File: src/rtl/irq_enc_pkg.sv
package irq_enc_pkg;
  localparam int CRIT_IDX_W = 2;
  localparam int MAIN_IDX_W = 5;
  localparam int PERI_IDX_W = 5;
  localparam int DMA_IDX_W  = 5;
  localparam int REG_W      = 32;

  localparam int CRIT_FLAG_BIT = 10;
  localparam int CRIT_IDX_LSB  = 8;
  localparam int MAIN_FLAG_BIT = 21;
  localparam int MAIN_IDX_LSB  = 16;
  localparam int PERI_FLAG_BIT = 29;
  localparam int PERI_IDX_LSB  = 24;

  localparam logic [REG_W-1:0] MAIN_MASK_RST = 32'h0001_0FFF;
  localparam logic [REG_W-1:0] PERI_MASK_RST = 32'h7FFF_FC00;

  typedef enum logic [1:0] {
    ADDR_MAIN_MASK = 2'd0,
    ADDR_PERI_MASK = 2'd1,
    ADDR_DMA_CLEAR = 2'd2,
    ADDR_DMA_MASK  = 2'd3
  } regAddr_e;

  typedef struct packed {
    logic wrMainMask;
    logic wrPeriMask;
    logic clrDmaPend;
    logic wrDmaMask;
  } regStrobe_t;
endpackage

File: src/rtl/irq_enc_prio.sv
module irq_enc_prio #(
  parameter int N = 8,
  parameter int W = 3
) (
  input  logic [N-1:0] req,
  output logic [W-1:0] idx
);
  // lowest set index wins; zero when nothing set
  always_comb begin
    idx = '0;
    for (int i = N - 1; i >= 0; i--) begin
      if (req[i]) idx = W'(i);
    end
  end
endmodule

File: src/rtl/irq_enc_ctrl.sv
module irq_enc_ctrl
  import irq_enc_pkg::*;
(
  input  logic       regWr,
  input  logic [1:0] regAddr,
  output regStrobe_t strobe
);
  always_comb begin
    strobe = '0;
    if (regWr) begin
      case (regAddr_e'(regAddr))
        ADDR_MAIN_MASK: strobe.wrMainMask = 1'b1;
        ADDR_PERI_MASK: strobe.wrPeriMask = 1'b1;
        ADDR_DMA_CLEAR: strobe.clrDmaPend = 1'b1;
        ADDR_DMA_MASK:  strobe.wrDmaMask  = 1'b1;
        default:        strobe = '0;
      endcase
    end
  end
endmodule

File: src/rtl/irq_enc_dpath.sv
module irq_enc_dpath
  import irq_enc_pkg::*;
#(
  parameter int CRIT_N    = 4,
  parameter int MAIN_N    = 17,
  parameter int PERI_N    = 22,
  parameter int DMA_N     = 32,
  parameter int PERI_HI_N = 4,
  parameter int CRIT_FWD  = 2,
  parameter int MAIN_FWD  = 4
) (
  input  logic                 clk,
  input  logic                 rstN,
  input  regStrobe_t           strobe,
  input  logic [REG_W-1:0]     wrData,
  input  logic [CRIT_N-1:0]    critReq,
  input  logic [MAIN_N-1:0]    mainReq,
  input  logic [PERI_N-1:0]    periReq,
  input  logic [DMA_N-1:0]     dmaReq,
  output logic [REG_W-1:0]     status,
  output logic [DMA_IDX_W-1:0] dmaIdx,
  output logic [REG_W-1:0]     mainMask,
  output logic [REG_W-1:0]     periMask,
  output logic [DMA_N-1:0]     dmaPending,
  output logic [DMA_N-1:0]     dmaMask
);
  localparam int PERI_LSB = REG_W - PERI_N;
  localparam logic [PERI_IDX_W-1:0] PERI_HI_IDX = PERI_IDX_W'(PERI_HI_N);

  logic [MAIN_N-1:0]    mainMaskQ;
  logic [PERI_N-1:0]    periMaskQ;
  logic [DMA_N-1:0]     dmaPendNext;
  logic [DMA_IDX_W-1:0] dmaIdxNext;
  logic [PERI_N-1:0]    periRaw, periLive;
  logic [MAIN_N-1:0]    mainRaw, mainLive;
  logic [CRIT_N-1:0]    critRaw;
  logic [PERI_IDX_W-1:0] periIdx;
  logic [MAIN_IDX_W-1:0] mainIdx;
  logic [CRIT_IDX_W-1:0] critIdx;
  logic                 periAny, mainAny, critAny, dmaCascade;
  logic [REG_W-1:0]     statusNext;
  logic                 unusedBits;

  assign unusedBits = ^{periReq[0], critReq[CRIT_FWD], mainReq[MAIN_FWD]};

  // DMA pending: a request in the same cycle as a clear keeps the bit set
  assign dmaPendNext = (dmaPending & ~(strobe.clrDmaPend ? wrData[DMA_N-1:0] : '0)) | dmaReq;
  assign dmaCascade  = |(dmaPending & ~dmaMask);

  irq_enc_prio #(.N(DMA_N), .W(DMA_IDX_W)) u_dmaEnc (.req(dmaPending), .idx(dmaIdxNext));

  // peripheral tier, source 0 is the DMA summary
  always_comb begin
    periRaw    = periReq;
    periRaw[0] = dmaCascade;
  end

  for (genvar n = 0; n < PERI_N; n++) begin : g_periLive
    assign periLive[n] = periRaw[n] & ~periMaskQ[PERI_N-1-n];
  end
  assign periAny = |periLive;
  irq_enc_prio #(.N(PERI_N), .W(PERI_IDX_W)) u_periEnc (.req(periLive), .idx(periIdx));

  // forwarding of the peripheral winner into critical and main slots
  always_comb begin
    critRaw           = critReq;
    critRaw[CRIT_FWD] = periAny && (periIdx < PERI_HI_IDX);
    mainRaw           = mainReq;
    mainRaw[MAIN_FWD] = periAny && (periIdx >= PERI_HI_IDX);
  end

  for (genvar n = 0; n < MAIN_N; n++) begin : g_mainLive
    assign mainLive[n] = mainRaw[n] & ~mainMaskQ[MAIN_N-1-n];
  end
  assign mainAny = |mainLive;
  irq_enc_prio #(.N(MAIN_N), .W(MAIN_IDX_W)) u_mainEnc (.req(mainLive), .idx(mainIdx));

  assign critAny = |critRaw;
  irq_enc_prio #(.N(CRIT_N), .W(CRIT_IDX_W)) u_critEnc (.req(critRaw), .idx(critIdx));

  always_comb begin
    statusNext = '0;
    statusNext[CRIT_FLAG_BIT] = critAny;
    statusNext[CRIT_IDX_LSB +: CRIT_IDX_W] = critIdx;
    statusNext[MAIN_FLAG_BIT] = mainAny;
    statusNext[MAIN_IDX_LSB +: MAIN_IDX_W] = mainIdx;
    statusNext[PERI_FLAG_BIT] = periAny;
    statusNext[PERI_IDX_LSB +: PERI_IDX_W] = periIdx;
  end

  always_ff @(posedge clk or negedge rstN) begin
    if (!rstN) begin
      mainMaskQ  <= MAIN_MASK_RST[MAIN_N-1:0];
      periMaskQ  <= PERI_MASK_RST[REG_W-1:PERI_LSB];
      dmaMask    <= '1;
      dmaPending <= '0;
      status     <= '0;
      dmaIdx     <= '0;
    end else begin
      if (strobe.wrMainMask) mainMaskQ <= wrData[MAIN_N-1:0];
      if (strobe.wrPeriMask) periMaskQ <= wrData[REG_W-1:PERI_LSB];
      if (strobe.wrDmaMask)  dmaMask   <= wrData[DMA_N-1:0];
      dmaPending <= dmaPendNext;
      status     <= statusNext;
      dmaIdx     <= dmaIdxNext;
    end
  end

  assign mainMask = {{(REG_W-MAIN_N){1'b0}}, mainMaskQ};
  assign periMask = {periMaskQ, {PERI_LSB{1'b0}}};

  // a tier with a clear flag reports index zero
  p_idle_index_r2: assert property (@(posedge clk) disable iff (!rstN)
    (!status[CRIT_FLAG_BIT] |-> status[CRIT_IDX_LSB +: CRIT_IDX_W] == '0) and
    (!status[MAIN_FLAG_BIT] |-> status[MAIN_IDX_LSB +: MAIN_IDX_W] == '0) and
    (!status[PERI_FLAG_BIT] |-> status[PERI_IDX_LSB +: PERI_IDX_W] == '0));

  p_hi_forward_r6: assert property (@(posedge clk) disable iff (!rstN)
    (status[CRIT_FLAG_BIT] && status[CRIT_IDX_LSB +: CRIT_IDX_W] == CRIT_IDX_W'(CRIT_FWD))
    |-> (status[PERI_FLAG_BIT] && status[PERI_IDX_LSB +: PERI_IDX_W] < PERI_HI_IDX));

  p_lo_forward_r6: assert property (@(posedge clk) disable iff (!rstN)
    (status[MAIN_FLAG_BIT] && status[MAIN_IDX_LSB +: MAIN_IDX_W] == MAIN_IDX_W'(MAIN_FWD))
    |-> (status[PERI_FLAG_BIT] && status[PERI_IDX_LSB +: PERI_IDX_W] >= PERI_HI_IDX));

  p_clear_r7: assert property (@(posedge clk) disable iff (!rstN)
    strobe.clrDmaPend |=> ((dmaPending & $past(wrData[DMA_N-1:0] & ~dmaReq)) == '0));

  p_hold_r7: assert property (@(posedge clk) disable iff (!rstN)
    !strobe.clrDmaPend |=> (($past(dmaPending) & ~dmaPending) == '0));

  p_set_wins_r8: assert property (@(posedge clk) disable iff (!rstN)
    (|dmaReq) |=> ((dmaPending & $past(dmaReq)) == $past(dmaReq)));

  p_dma_cascade_r9: assert property (@(posedge clk) disable iff (!rstN)
    (dmaCascade && !periMaskQ[PERI_N-1])
    |=> (status[PERI_FLAG_BIT] && status[PERI_IDX_LSB +: PERI_IDX_W] == '0));

  p_dma_lowest_r10: assert property (@(posedge clk) disable iff (!rstN)
    (|dmaPending) |=> ((($past(dmaPending) >> dmaIdx) & DMA_N'(1)) != '0) &&
                      (($past(dmaPending) << (DMA_N - int'(dmaIdx))) == '0));
endmodule

File: src/rtl/irq_status_encoder.sv
module irq_status_encoder
  import irq_enc_pkg::*;
#(
  parameter int CRIT_N    = 4,
  parameter int MAIN_N    = 17,
  parameter int PERI_N    = 22,
  parameter int DMA_N     = 32,
  parameter int PERI_HI_N = 4
) (
  input  logic                 clk,
  input  logic                 rstN,
  input  logic                 regWr,
  input  logic [1:0]           regAddr,
  input  logic [REG_W-1:0]     regWrData,
  input  logic [CRIT_N-1:0]    critReq,
  input  logic [MAIN_N-1:0]    mainReq,
  input  logic [PERI_N-1:0]    periReq,
  input  logic [DMA_N-1:0]     dmaReq,
  output logic [REG_W-1:0]     status,
  output logic [DMA_IDX_W-1:0] dmaIdx,
  output logic [REG_W-1:0]     mainMask,
  output logic [REG_W-1:0]     periMask,
  output logic [DMA_N-1:0]     dmaPending,
  output logic [DMA_N-1:0]     dmaMask
);
  regStrobe_t strobe;

  irq_enc_ctrl u_ctrl (
    .regWr  (regWr),
    .regAddr(regAddr),
    .strobe (strobe)
  );

  irq_enc_dpath #(
    .CRIT_N(CRIT_N), .MAIN_N(MAIN_N), .PERI_N(PERI_N),
    .DMA_N(DMA_N), .PERI_HI_N(PERI_HI_N), .CRIT_FWD(2), .MAIN_FWD(4)
  ) u_dpath (
    .clk       (clk),
    .rstN      (rstN),
    .strobe    (strobe),
    .wrData    (regWrData),
    .critReq   (critReq),
    .mainReq   (mainReq),
    .periReq   (periReq),
    .dmaReq    (dmaReq),
    .status    (status),
    .dmaIdx    (dmaIdx),
    .mainMask  (mainMask),
    .periMask  (periMask),
    .dmaPending(dmaPending),
    .dmaMask   (dmaMask)
  );
endmodule

File: config.mk
export PLATFORM = sky130hd
export DESIGN_NAME = irq_status_encoder
export DESIGN_NICKNAME = d
export VERILOG_FILES = /design/src/rtl/irq_enc_pkg.sv /design/src/rtl/irq_enc_prio.sv /design/src/rtl/irq_enc_ctrl.sv /design/src/rtl/irq_enc_dpath.sv /design/src/rtl/irq_status_encoder.sv
export SDC_FILE = /design/constraint.sdc
export NUM_CORES = 1
export LEC_CHECK = 0
export BUFFER_PORTS_ARGS = -buffer_cell sky130_fd_sc_hd__buf_2
export CORE_AREA = 2 2 127 129
export CTS_CLUSTER_DIAMETER = 30
export DETAILED_ROUTE_END_ITERATION = 8
export DIE_AREA = 0 0 129 131
export PLACE_DENSITY = 0.69
export SLEW_MARGIN = 20
export SYNTH_ARGS = -nofsm -noshare
export SYNTH_HDL_FRONTEND = slang
export SYNTH_SLANG_ARGS = --single-unit
export TNS_END_PERCENT = 50
File: constraint.sdc
create_clock -name clk -period 4.52 [get_ports clk]
set_input_delay 0.452 -clock clk [delete_from_list [all_inputs] [get_ports clk]]
set_output_delay 0.452 -clock clk [all_outputs]
set_load 0.03 [all_outputs]
==> results of run 1 <==
## power by group
part	leakage, nW	switching (mW)	internal (mW)	total, mW
Sequential	1.30	0.144	1.34	1.48
Clock	0.295	0.480	0.914	1.39
Combinational	2.14	0.628	0.323	0.951
Total	3.73	1.25	2.57	3.82
## through the flow
step                      hold slack [ns]  setup WS [ns]  area (µm²)
after detailed placement           0.5098          2.481        7341
after global placement             0.5043          2.519        7341
after floorplan                    0.1564          2.642        6215
final                              0.1514          2.425        7948
after CTS                          0.1787          2.468        7948
after global routing               0.2017          2.319        7948
## Yosys cell counts (all sizes together) (2+ instances only)
library cell	count
a211oi	3
a21boi	5
a21o	32
a21oi	12
a311oi	2
a31oi	3
a41o	2
and2	2
buf	46
clkbuf	6
dfrtp	57
dfstp	66
inv	40
mux2	68
nand2	48
nand2b	17
nand3	5
nand3b	2
nand4	9
nor2	22
nor2b	19
nor3	2
nor3b	2
nor4	10
nor4b	2
o21ai	17
o22ai	16
o31ai	3
or3	2
## metal layers
layer	routed length (µm)	vias to the layer above	GRT usage (%)
li1	-	2331	-
met1	8147	2492	29.02
met2	8904	211	36.35
met3	1066	18	5.415
met4	267	0	6.650
met5	0	-	0
## worst max-delay path by stage
stage | endpoint | slack [ns] | depth (start not counted)
global route | u_dpath.status[10] | 2.32 | 6
floorplan | u_dpath.status[29] | 2.64 | 5
CTS | u_dpath.status[10] | 2.47 | 5
finish | u_dpath.status[10] | 2.42 | 5
detailed placement | u_dpath.status[10] | 2.48 | 5
global placement | u_dpath.status[10] | 2.52 | 5
## flip-flops by register name, indices dropped and copies added, names as in the netlist
| name | count |
|---|---|
| u_dpath.dmaMask | 32 |
| u_dpath.mainMaskQ | 17 |
| u_dpath.dmaPending | 32 |
| u_dpath.dmaIdx | 5 |
| u_dpath.status | 15 |
| u_dpath.periMaskQ | 22 |
## area by class of cell
type | count | area [µm²] | share of cell area, %
clock buffer | 18 | 429.2 | 5.400
timing repair buffer | 236 | 1196 | 15.05
tap | 216 | 270.3 | 3.401
clock inverter | 14 | 177.7 | 2.236
multi-input combinational | 369 | 2560 | 32.21
inverter | 41 | 153.9 | 1.936
sequential | 123 | 3161 | 39.77
## kinds of logic after synthesis
family | synth area share (%)
other | 0.06187
buffers and inverters | 8.361
flip-flops | 52.15
AND/OR/NAND/NOR | 14.24
AO/OA/AOI/OAI | 12.55
multiplexers | 12.63
## critical path: stages, from the launching register on
cell and delay [ns]:
dfstp_2 0.55, o22ai_1 0.08, nor4_1 0.43, a41o_2 0.41
nand2_4 0.09, or4_1 0.40
==> results.ini, run 1 <==
[final_layout]
stdcell_count=1017
layout-drive-gt1-share_pct=52.31
fin_nets=900
diodes=0
syn_to_final_growth_pct=31.13
layout_common_cells=230 x buf_2, 68 x mux2_2, 66 x dfstp_2
nFillCells=1461
utilization_pct=50.95
final_common_cell=buf_2

[clock_network]
post_cts_buffers=0
postCtsHoldBufs=0
htreeDepth=4
root_buffer=clkbuf_16
cts.sinks=123
numCtsBuffers=17
cts_tree=done
clk_pin_slew_worst_paths_ns=0.05
cts_resized=0
cts_buffer_depth=2
clock_latency_ns=0.41

[timing]
fmax_ghz=0.4773
timing.final.crit_share_pct=46.36
finalClockSkew_ns=0.008611
fin_crit_ns=2.095
maxSlewHeadroom_pct=41.67
final_max_slew_viol_count=0
fin_setup_tns_ns=0
rsz0062_at_grt=false
setup_viol_count_final=0
hold_viol_final=0
worst_pin_slew_ns=0.8739

[yosys]
yosysTopAreaCellShare_pct=28.61
syn_inst=544
synthArstFlopShare_pct=100.0
avgSynthCellArea_um2=11.14
synth_warnings=0
yosys.cell_types.count=62
seq_area_frac_synth_pct=52.15
synth_top_area_cell=dfstp_2
synth_seq_cells=123
synthesis.area_um2=6061
yosys-top-cells-area=dfstp_2 29%, dfrtp_1 24%, mux2_2 13%, buf_4 5.2%, a21o_1 4.0%
synth_edf_count=0
yosys_most_used_dff=dfstp_2

[floorplanning]
dieWidth_um=129
core_region_area_um2=15600
die_area_um2=16900
start_util_pct=38.86
fp-row-count=46
die_y_um=131
ios=277

[critical_path]
critical_path_arrival_ns=2.37
reg2reg_depth=5
cp-end-kind=flop
worstPathRequired_ns=4.80
r2r_end=u_dpath.status[10]
r2r_slack_ns=2.42
critical_path.startpoint=u_dpath.dmaMask[25]
crit_type=flop to flop
r2r_start=u_dpath.dmaMask[25]
crit_fanout=6
cp-start-kind=flop

[global_route]
grt_pass1_vias=4941
grt_pass1_wl_um=27740
antenna_found_initial=0
grt_overflow=0
track_usage_pct=22.08
grt_max_degree=66

[outcome]
outcome=finished, final reports clean

[placement]
port_buffers=231
dp_hpwl_um=14540
place_inst=985
gp_congestion=0.8909

[min_path]
holdCritPathClass=input pin to asynchronous set/reset pin

[routing]
wl_per_cell_um=18.08
vias=5052
ant_nets=0
drtPass1Iterations=5
drc=0
viasPerCell=4.968
drt_iter0_drc=263
wl_um=18380

[power]
total_power_mw=3.824
p_leak_nw=3.732
ir_drop_uv=246.0
powerDensity_nw_per_um2=481.1

[flow_run]
maxCapViolations=0

Power figures use the tool's default switching activity.
==> run 2: changes to the inputs <==
--- a/config.mk
+++ b/config.mk
@@ -10,7 +10,7 @@
 export CTS_CLUSTER_DIAMETER = 30
 export DETAILED_ROUTE_END_ITERATION = 8
 export DIE_AREA = 0 0 129 131
-export PLACE_DENSITY = 0.69
+export PLACE_DENSITY = 0.71
 export SLEW_MARGIN = 20
 export SYNTH_ARGS = -nofsm -noshare
 export SYNTH_HDL_FRONTEND = slang
==> constraint.sdc (replaced) <==
create_clock -name clk -period 1.9 [get_ports clk]
set_input_delay 0.19 -clock clk [delete_from_list [all_inputs] [get_ports clk]]
set_output_delay 0.19 -clock clk [all_outputs]
set_load 0.03 [all_outputs]
==> results.ini, run 2 (same netlist as run 1, synthesis figures left out) <==
[floorplanning]
die_y_um=131  ; unchanged
ios=277  ; unchanged
dieWidth_um=129  ; unchanged
fp-row-count=46  ; unchanged
die_area_um2=16900  ; unchanged
start_util_pct=38.86  ; unchanged
core_region_area_um2=15600  ; unchanged

[global_route]
grt_max_degree=43  ; -35%
grt_overflow=0  ; unchanged
grt_pass1_vias=5362  ; +8.5%
grt_pass1_wl_um=29900  ; +7.8%
track_usage_pct=24.00  ; +1.9 points
antenna_found_initial=0  ; unchanged

[timing]
maxSlewHeadroom_pct=61.20  ; +20 points
rsz0062_at_grt=true
fmax_ghz=0.4973  ; +4.2%
timing.final.crit_share_pct=105.8  ; +59 points
final_max_slew_viol_count=0  ; unchanged
finalClockSkew_ns=0.007275  ; -0.001336 ns
worst_pin_slew_ns=0.5820  ; -0.2920 ns
fin_crit_ns=2.011  ; -0.08428 ns
hold_viol_final=0  ; unchanged
setup_ws_ns=-0.1110  ; -2.536 ns
setup_viol_count_final=5  ; +5

[routing]
drtPass1Iterations=4  ; -1
vias=5374  ; +6.4%
ant_nets=0  ; unchanged
drt_iter0_drc=271  ; +3.0%
viasPerCell=4.846  ; -2.5%
wl_per_cell_um=18.13  ; +0.30%
wl_um=20110  ; +9.4%
drc=0  ; unchanged

[final_layout]
diodes=0  ; unchanged
final_common_cell=buf_2
layout-drive-gt1-share_pct=53.19  ; +0.88 points
fin_nets=992  ; +10%
layout_common_cells=230 x buf_2, 68 x mux2_2, 66 x dfstp_2
nFillCells=1390  ; -4.9%
syn_to_final_growth_pct=43.85
stdcell_count=1109  ; +9.0%
top_regs=u_dpath.dmaMask: 32 flops, u_dpath.dmaPending: 32 flops, u_dpath.periMaskQ: 22 flops

[critical_path]
cp-end-kind=flop
worstPathRequired_ns=2.18  ; -2.62 ns
r2r_slack_ns=-0.11  ; -2.54 ns
critical_path_arrival_ns=2.29  ; -0.08 ns
crit_type=flop to flop
reg2reg_depth=6  ; +1
r2r_end=u_dpath.status[10]
crit_fanout=5  ; -1
r2r_start=u_dpath.dmaMask[25]
cp-start-kind=flop

[power]
power.share.combinational_pct=28.8  ; +3.9 points
ir_drop_uv=625.8  ; +150%
powerDensity_nw_per_um2=1015  ; +110%
total_power_mw=8.851  ; +130%
p_leak_nw=4.137  ; +11%
clkPwrFrac_pct=32.2  ; -4.2 points
p_sw_share_pct=33.59  ; +0.84 points
seq_power_share_pct=39.0  ; +0.3 points
power.switching_mw=2.973  ; +140%
p_int_mw=5.877  ; +130%

[clock_network]
numCtsBuffers=17  ; unchanged
cts.sinks=123  ; unchanged
cts_buffer_depth=2  ; unchanged
root_buffer=clkbuf_16
clk_pin_slew_worst_paths_ns=0.05  ; about the same
htreeDepth=4  ; unchanged
cts_tree=done
clock_latency_ns=0.41  ; about the same

[outcome]
outcome=finished with violations
violations=negative setup slack

[flow_run]
maxCapViolations=0  ; unchanged

[placement]
place_inst=1038  ; +5.4%
dp_hpwl_um=15770  ; +8.5%
port_buffers=231  ; unchanged
gp_congestion=0.9244  ; +3.8%

[min_path]
holdCritPathClass=input pin to flop
min_to=u_dpath.mainMaskQ[8]
min_path_cells=3
hp-start=regWrData[8]

==> run 2: cell count changes in the layout (fill, tap and decap cells not counted), moves of 3 or more <==
cell / delta
clkbuf_1: +8
buf_4: +54
dlygate4sd3_1: +36
clkbuf_8: +3
clkinvlp_4: -3
o22ai_2: +3
clkinv_2: -4
o22ai_1: -3
bufinv_16: -4
==> run 2: critical path, cell delays in order, from the launching register on <==
cell,delay (ns)
dfstp_2,0.55
o22ai_2,0.08
nor4_2,0.36
buf_4,0.17
a41o_4,0.25
nand2_4,0.07
or4_1,0.39
==> run 2: area by class of cell <==
cell class | count | area, µm² | area share [%]
sequential | 123 | 3161 | 36.25
multi-input combinational | 369 | 2616 | 30.01
timing repair buffer | 328 | 2002 | 22.96
clock buffer | 29 | 500.5 | 5.741
tap | 216 | 270.3 | 3.100
inverter | 41 | 153.9 | 1.765
clock inverter | 3 | 15.01 | 0.1722
==> run 2: power groups by stage <==
stage / sequential (mW) / clock (mW) / combinational, mW
6_report: 3.45 / 2.85 / 2.55
3_5_place_dp: 3.49 / 0 / 2.45
2_1_floorplan: 4.18 / 0 / 0.877
4_1_cts: 3.45 / 2.90 / 2.52
3_3_place_gp: 3.47 / 0 / 2.43
5_1_grt: 3.51 / 3.04 / 2.71
==> run 2: how the worst max path moves through the flow <==
| stage | start | end | slack [ns] | cells after the start |
|---|---|---|---|---|
| 2_1_floorplan | u_dpath.periMaskQ[11] | u_dpath.status[29] | 0.02 | 5 |
| 3_3_place_gp | u_dpath.dmaMask[3] | u_dpath.status[10] | -0.20 | 6 |
| 3_5_place_dp | u_dpath.dmaMask[3] | u_dpath.status[10] | -0.21 | 6 |
| 4_1_cts | u_dpath.dmaMask[6] | u_dpath.status[10] | -0.10 | 6 |
| 5_1_grt | u_dpath.dmaMask[25] | u_dpath.status[10] | -0.16 | 6 |
| 6_report | u_dpath.dmaMask[25] | u_dpath.status[10] | -0.11 | 6 |
==> run 2: per-stage QoR <==
step                      hold slack, ns  worst slack, ns  area, µm²  TNS [ns]  utilization, %
after detailed placement          0.2386          -0.2060       7764    -1.012           49.78
after global placement            0.2289          -0.2005       7764    -1.011           49.78
final                            0.03322          -0.1110       8718   -0.2000           55.90
after floorplan                  -0.1056          0.02238       6215         0               -
after global routing             0.03054          -0.1602       8718   -0.3911           55.90
after CTS                       0.007248          -0.1016       8662   -0.2085           55.54
==> run 2: layer usage <==
metal  vias up  wire length (µm)  track usage (%)
met4         0               439            8.951
met3        28              1233            5.822
li1       2502                 -                -
met2       224              9993            40.49
met5         -                 0                0
met1      2620              8440            30.08
==> run 2: timing repair <==
action | CTS | global route
buffers inserted | 0 | 3
pin swaps | 2 | 5
resized for setup | 3 | 7
endpoints found under the hold margin | 51 | 0
endpoints found under the setup margin | 12 | 9
hold buffers | 36 | 0
==> run 3: changes to the inputs <==
--- a/config.mk
+++ b/config.mk
@@ -5,12 +5,11 @@
 export SDC_FILE = /design/constraint.sdc
 export NUM_CORES = 1
 export LEC_CHECK = 0
-export BUFFER_PORTS_ARGS = -buffer_cell sky130_fd_sc_hd__buf_2
-export CORE_AREA = 2 2 127 129
+export CORE_AREA = 5 5 130 132
 export CTS_CLUSTER_DIAMETER = 30
 export DETAILED_ROUTE_END_ITERATION = 8
-export DIE_AREA = 0 0 129 131
-export PLACE_DENSITY = 0.71
+export DIE_AREA = 0 0 135 137
+export DONT_BUFFER_PORTS = 1
 export SLEW_MARGIN = 20
 export SYNTH_ARGS = -nofsm -noshare
 export SYNTH_HDL_FRONTEND = slang
==> results.ini, run 3 (same netlist as run 1, synthesis figures left out) <==
[outcome]
outcome=finished with violations
violations=negative hold slack, negative setup slack

[clock_network]
cts.sinks=123  ; unchanged
post_cts_buffers=0  ; unchanged
cts_tree=done
clk_pin_slew_worst_paths_ns=0.06  ; about the same
clock_latency_ns=0.41  ; about the same
postCtsHoldBufs=98  ; +170%
root_buffer=clkbuf_16
numCtsBuffers=17  ; unchanged
htreeDepth=4  ; unchanged
cts_buffer_depth=2  ; unchanged

[floorplanning]
ios=277  ; unchanged
die_y_um=137  ; +4.6%
start_util_pct=38.86  ; unchanged
core_region_area_um2=15600  ; unchanged
dieWidth_um=135  ; +4.7%
die_area_um2=18500  ; +9.4%
fp-row-count=46  ; unchanged

[critical_path]
worstPathRequired_ns=2.18  ; about the same
crit_chain=o22ai_2 -> nor4_4 -> a41o_4 -> nand2_4 -> or4_4
r2r_start=u_dpath.dmaMask[6]
slowest_delay_ns=0.54  ; about the same
reg2reg_depth=5  ; -1
cp-start-kind=flop
cp-end-kind=flop
critPathSlowestCell=dfstp_2
critical_path_arrival_ns=2.19  ; -0.10 ns
crit_type=flop to flop
r2r_end=u_dpath.status[10]
r2r_slack_ns=-0.009  ; +0.10 ns
crit_fanout=5  ; unchanged

[routing]
vias=5074  ; -5.6%
wl_per_cell_um=22.34  ; +23%
drtPass1Iterations=4  ; unchanged
wl_um=22120  ; +10%
drc=0  ; unchanged
ant_nets=0  ; unchanged
drt_iter0_drc=307  ; +13%
viasPerCell=5.125  ; +5.8%

[min_path]
holdCritPathClass=input pin to asynchronous set/reset pin

[timing]
fin_setup_tns_ns=-0.009232  ; +0.1908 ns
fmax_ghz=0.5238  ; +5.3%
final_max_slew_viol_count=0  ; unchanged
hold_slack_ns=-0.5231  ; -0.5563 ns
fin_crit_ns=1.909  ; -0.1017 ns
finalClockSkew_ns=0.006287  ; -0.0009885 ns
setup_viol_count_final=1  ; -4
setup_ws_ns=-0.009232  ; +0.1017 ns
timing.final.crit_share_pct=100.5  ; -5.4 points
hold_viol_final=126  ; +126
rsz0062_at_grt=true

[final_layout]
stdcell_area_um2=8685  ; -0.39%
top_regs=u_dpath.dmaMask: 32 flops, u_dpath.dmaPending: 32 flops, u_dpath.periMaskQ: 22 flops
diodes=0  ; unchanged
multi_input_comb_area_um2=2668  ; +2.0%
layout_common_cells=110 x buf_4, 98 x dlygate4sd3_1, 68 x mux2_2
layout-drive-gt1-share_pct=39.66  ; -14 points
syn_to_final_growth_pct=43.29
fin_nets=873  ; -12%
ff_latch_area_um2=3162  ; about the same
final_common_cell=buf_4
nFillCells=1337  ; -3.8%

[global_route]
grt_pass1_wl_um=32310  ; +8.1%
track_usage_pct=23.52  ; -0.49 points
grt_max_degree=124  ; +190%
grt_overflow=0  ; unchanged
grt_pass1_vias=5511  ; +2.8%
antenna_found_initial=1  ; +1

[power]
ir_drop_uv=654.6  ; +4.6%
p_leak_nw=3.713  ; -10%
powerDensity_nw_per_um2=1070  ; +5.4%

[flow_run]
maxCapViolations=0  ; unchanged

[placement]
dp_hpwl_um=16260  ; +3.1%
port_buffers=0  ; -100%
placed_area_um2=7003  ; -9.8%
gp_congestion=0.8914  ; -3.6%

## run 3: cell count changes in the layout (fill, tap and decap cells not counted), sizes merged
cell         before  now
buf             292  111
clkinvlp          0    4
dlygate4sd3      36   98
clkinv            4    5
clkbuf           29   21
bufinv            0    3
## run 3: critical path, delay by kind of cell (launching register included)
| kind | cells | cell delay [ns] |
|---|---|---|
| and+or+nand+nor | 3 | 0.81 |
| DFF | 1 | 0.54 |
| AOI/OAI and AO/OA | 2 | 0.42 |
## run 3: per-layer routing
layer  GRT usage (%)  part of all wire (%)
met2           40.02                    50
met5               0                 0.059
met4           11.20                   3.7
met3           7.132                   7.9
met1           27.18                    38
## run 3: per-stage QoR
step | hold WS [ns] | power, mW | setup slack [ns] | instances | utilization (%)
floorplan | -0.1056 | 5.052 | 0.02238 | 585 | -
global route | -0.5434 | 9.643 | -0.04520 | 990 | 55.68
CTS | -0.5428 | 9.295 | -0.1168 | 991 | 55.23
detailed placement | -0.1026 | 5.779 | -0.2311 | 861 | 44.90
finish | -0.5231 | 9.292 | -0.009232 | 990 | 55.68
global placement | -0.1027 | 5.725 | -0.1522 | 861 | 44.90
## run 3: how the worst max path moves through the flow
stage | start | to | depth (start not counted)
2_1_floorplan | u_dpath.periMaskQ[11] | u_dpath.status[29] | 5
3_3_place_gp | u_dpath.dmaMask[3] | u_dpath.status[10] | 6
3_5_place_dp | u_dpath.dmaMask[3] | u_dpath.status[10] | 6
4_1_cts | u_dpath.dmaMask[6] | u_dpath.status[10] | 6
5_1_grt | u_dpath.dmaMask[19] | u_dpath.status[10] | 5
6_report | u_dpath.dmaMask[6] | u_dpath.status[10] | 5
## run 3: final cells by class
class / instances / share of cell area [%]
clock inverter: 11 / 1.657
timing repair buffer: 209 / 21.03
tap: 216 / 3.112
sequential: 123 / 36.41
clock buffer: 21 / 5.302
multi-input combinational: 369 / 30.72
inverter: 41 / 1.772
## run 3: what timing repair did
| action | in CTS | in global routing |
|---|---|---|
| resized for setup | 4 | 15 |
| pin swaps | 2 | 7 |
| endpoints found under the setup margin | 11 | 13 |
| endpoints found under the hold margin | 232 | 126 |
## run 3: report_power, final
group / switching, mW / internal [mW]
Clock: 1.18 / 2.13
Combinational: 1.43 / 0.967
Sequential: 0.422 / 3.17
Total: 3.03 / 6.26
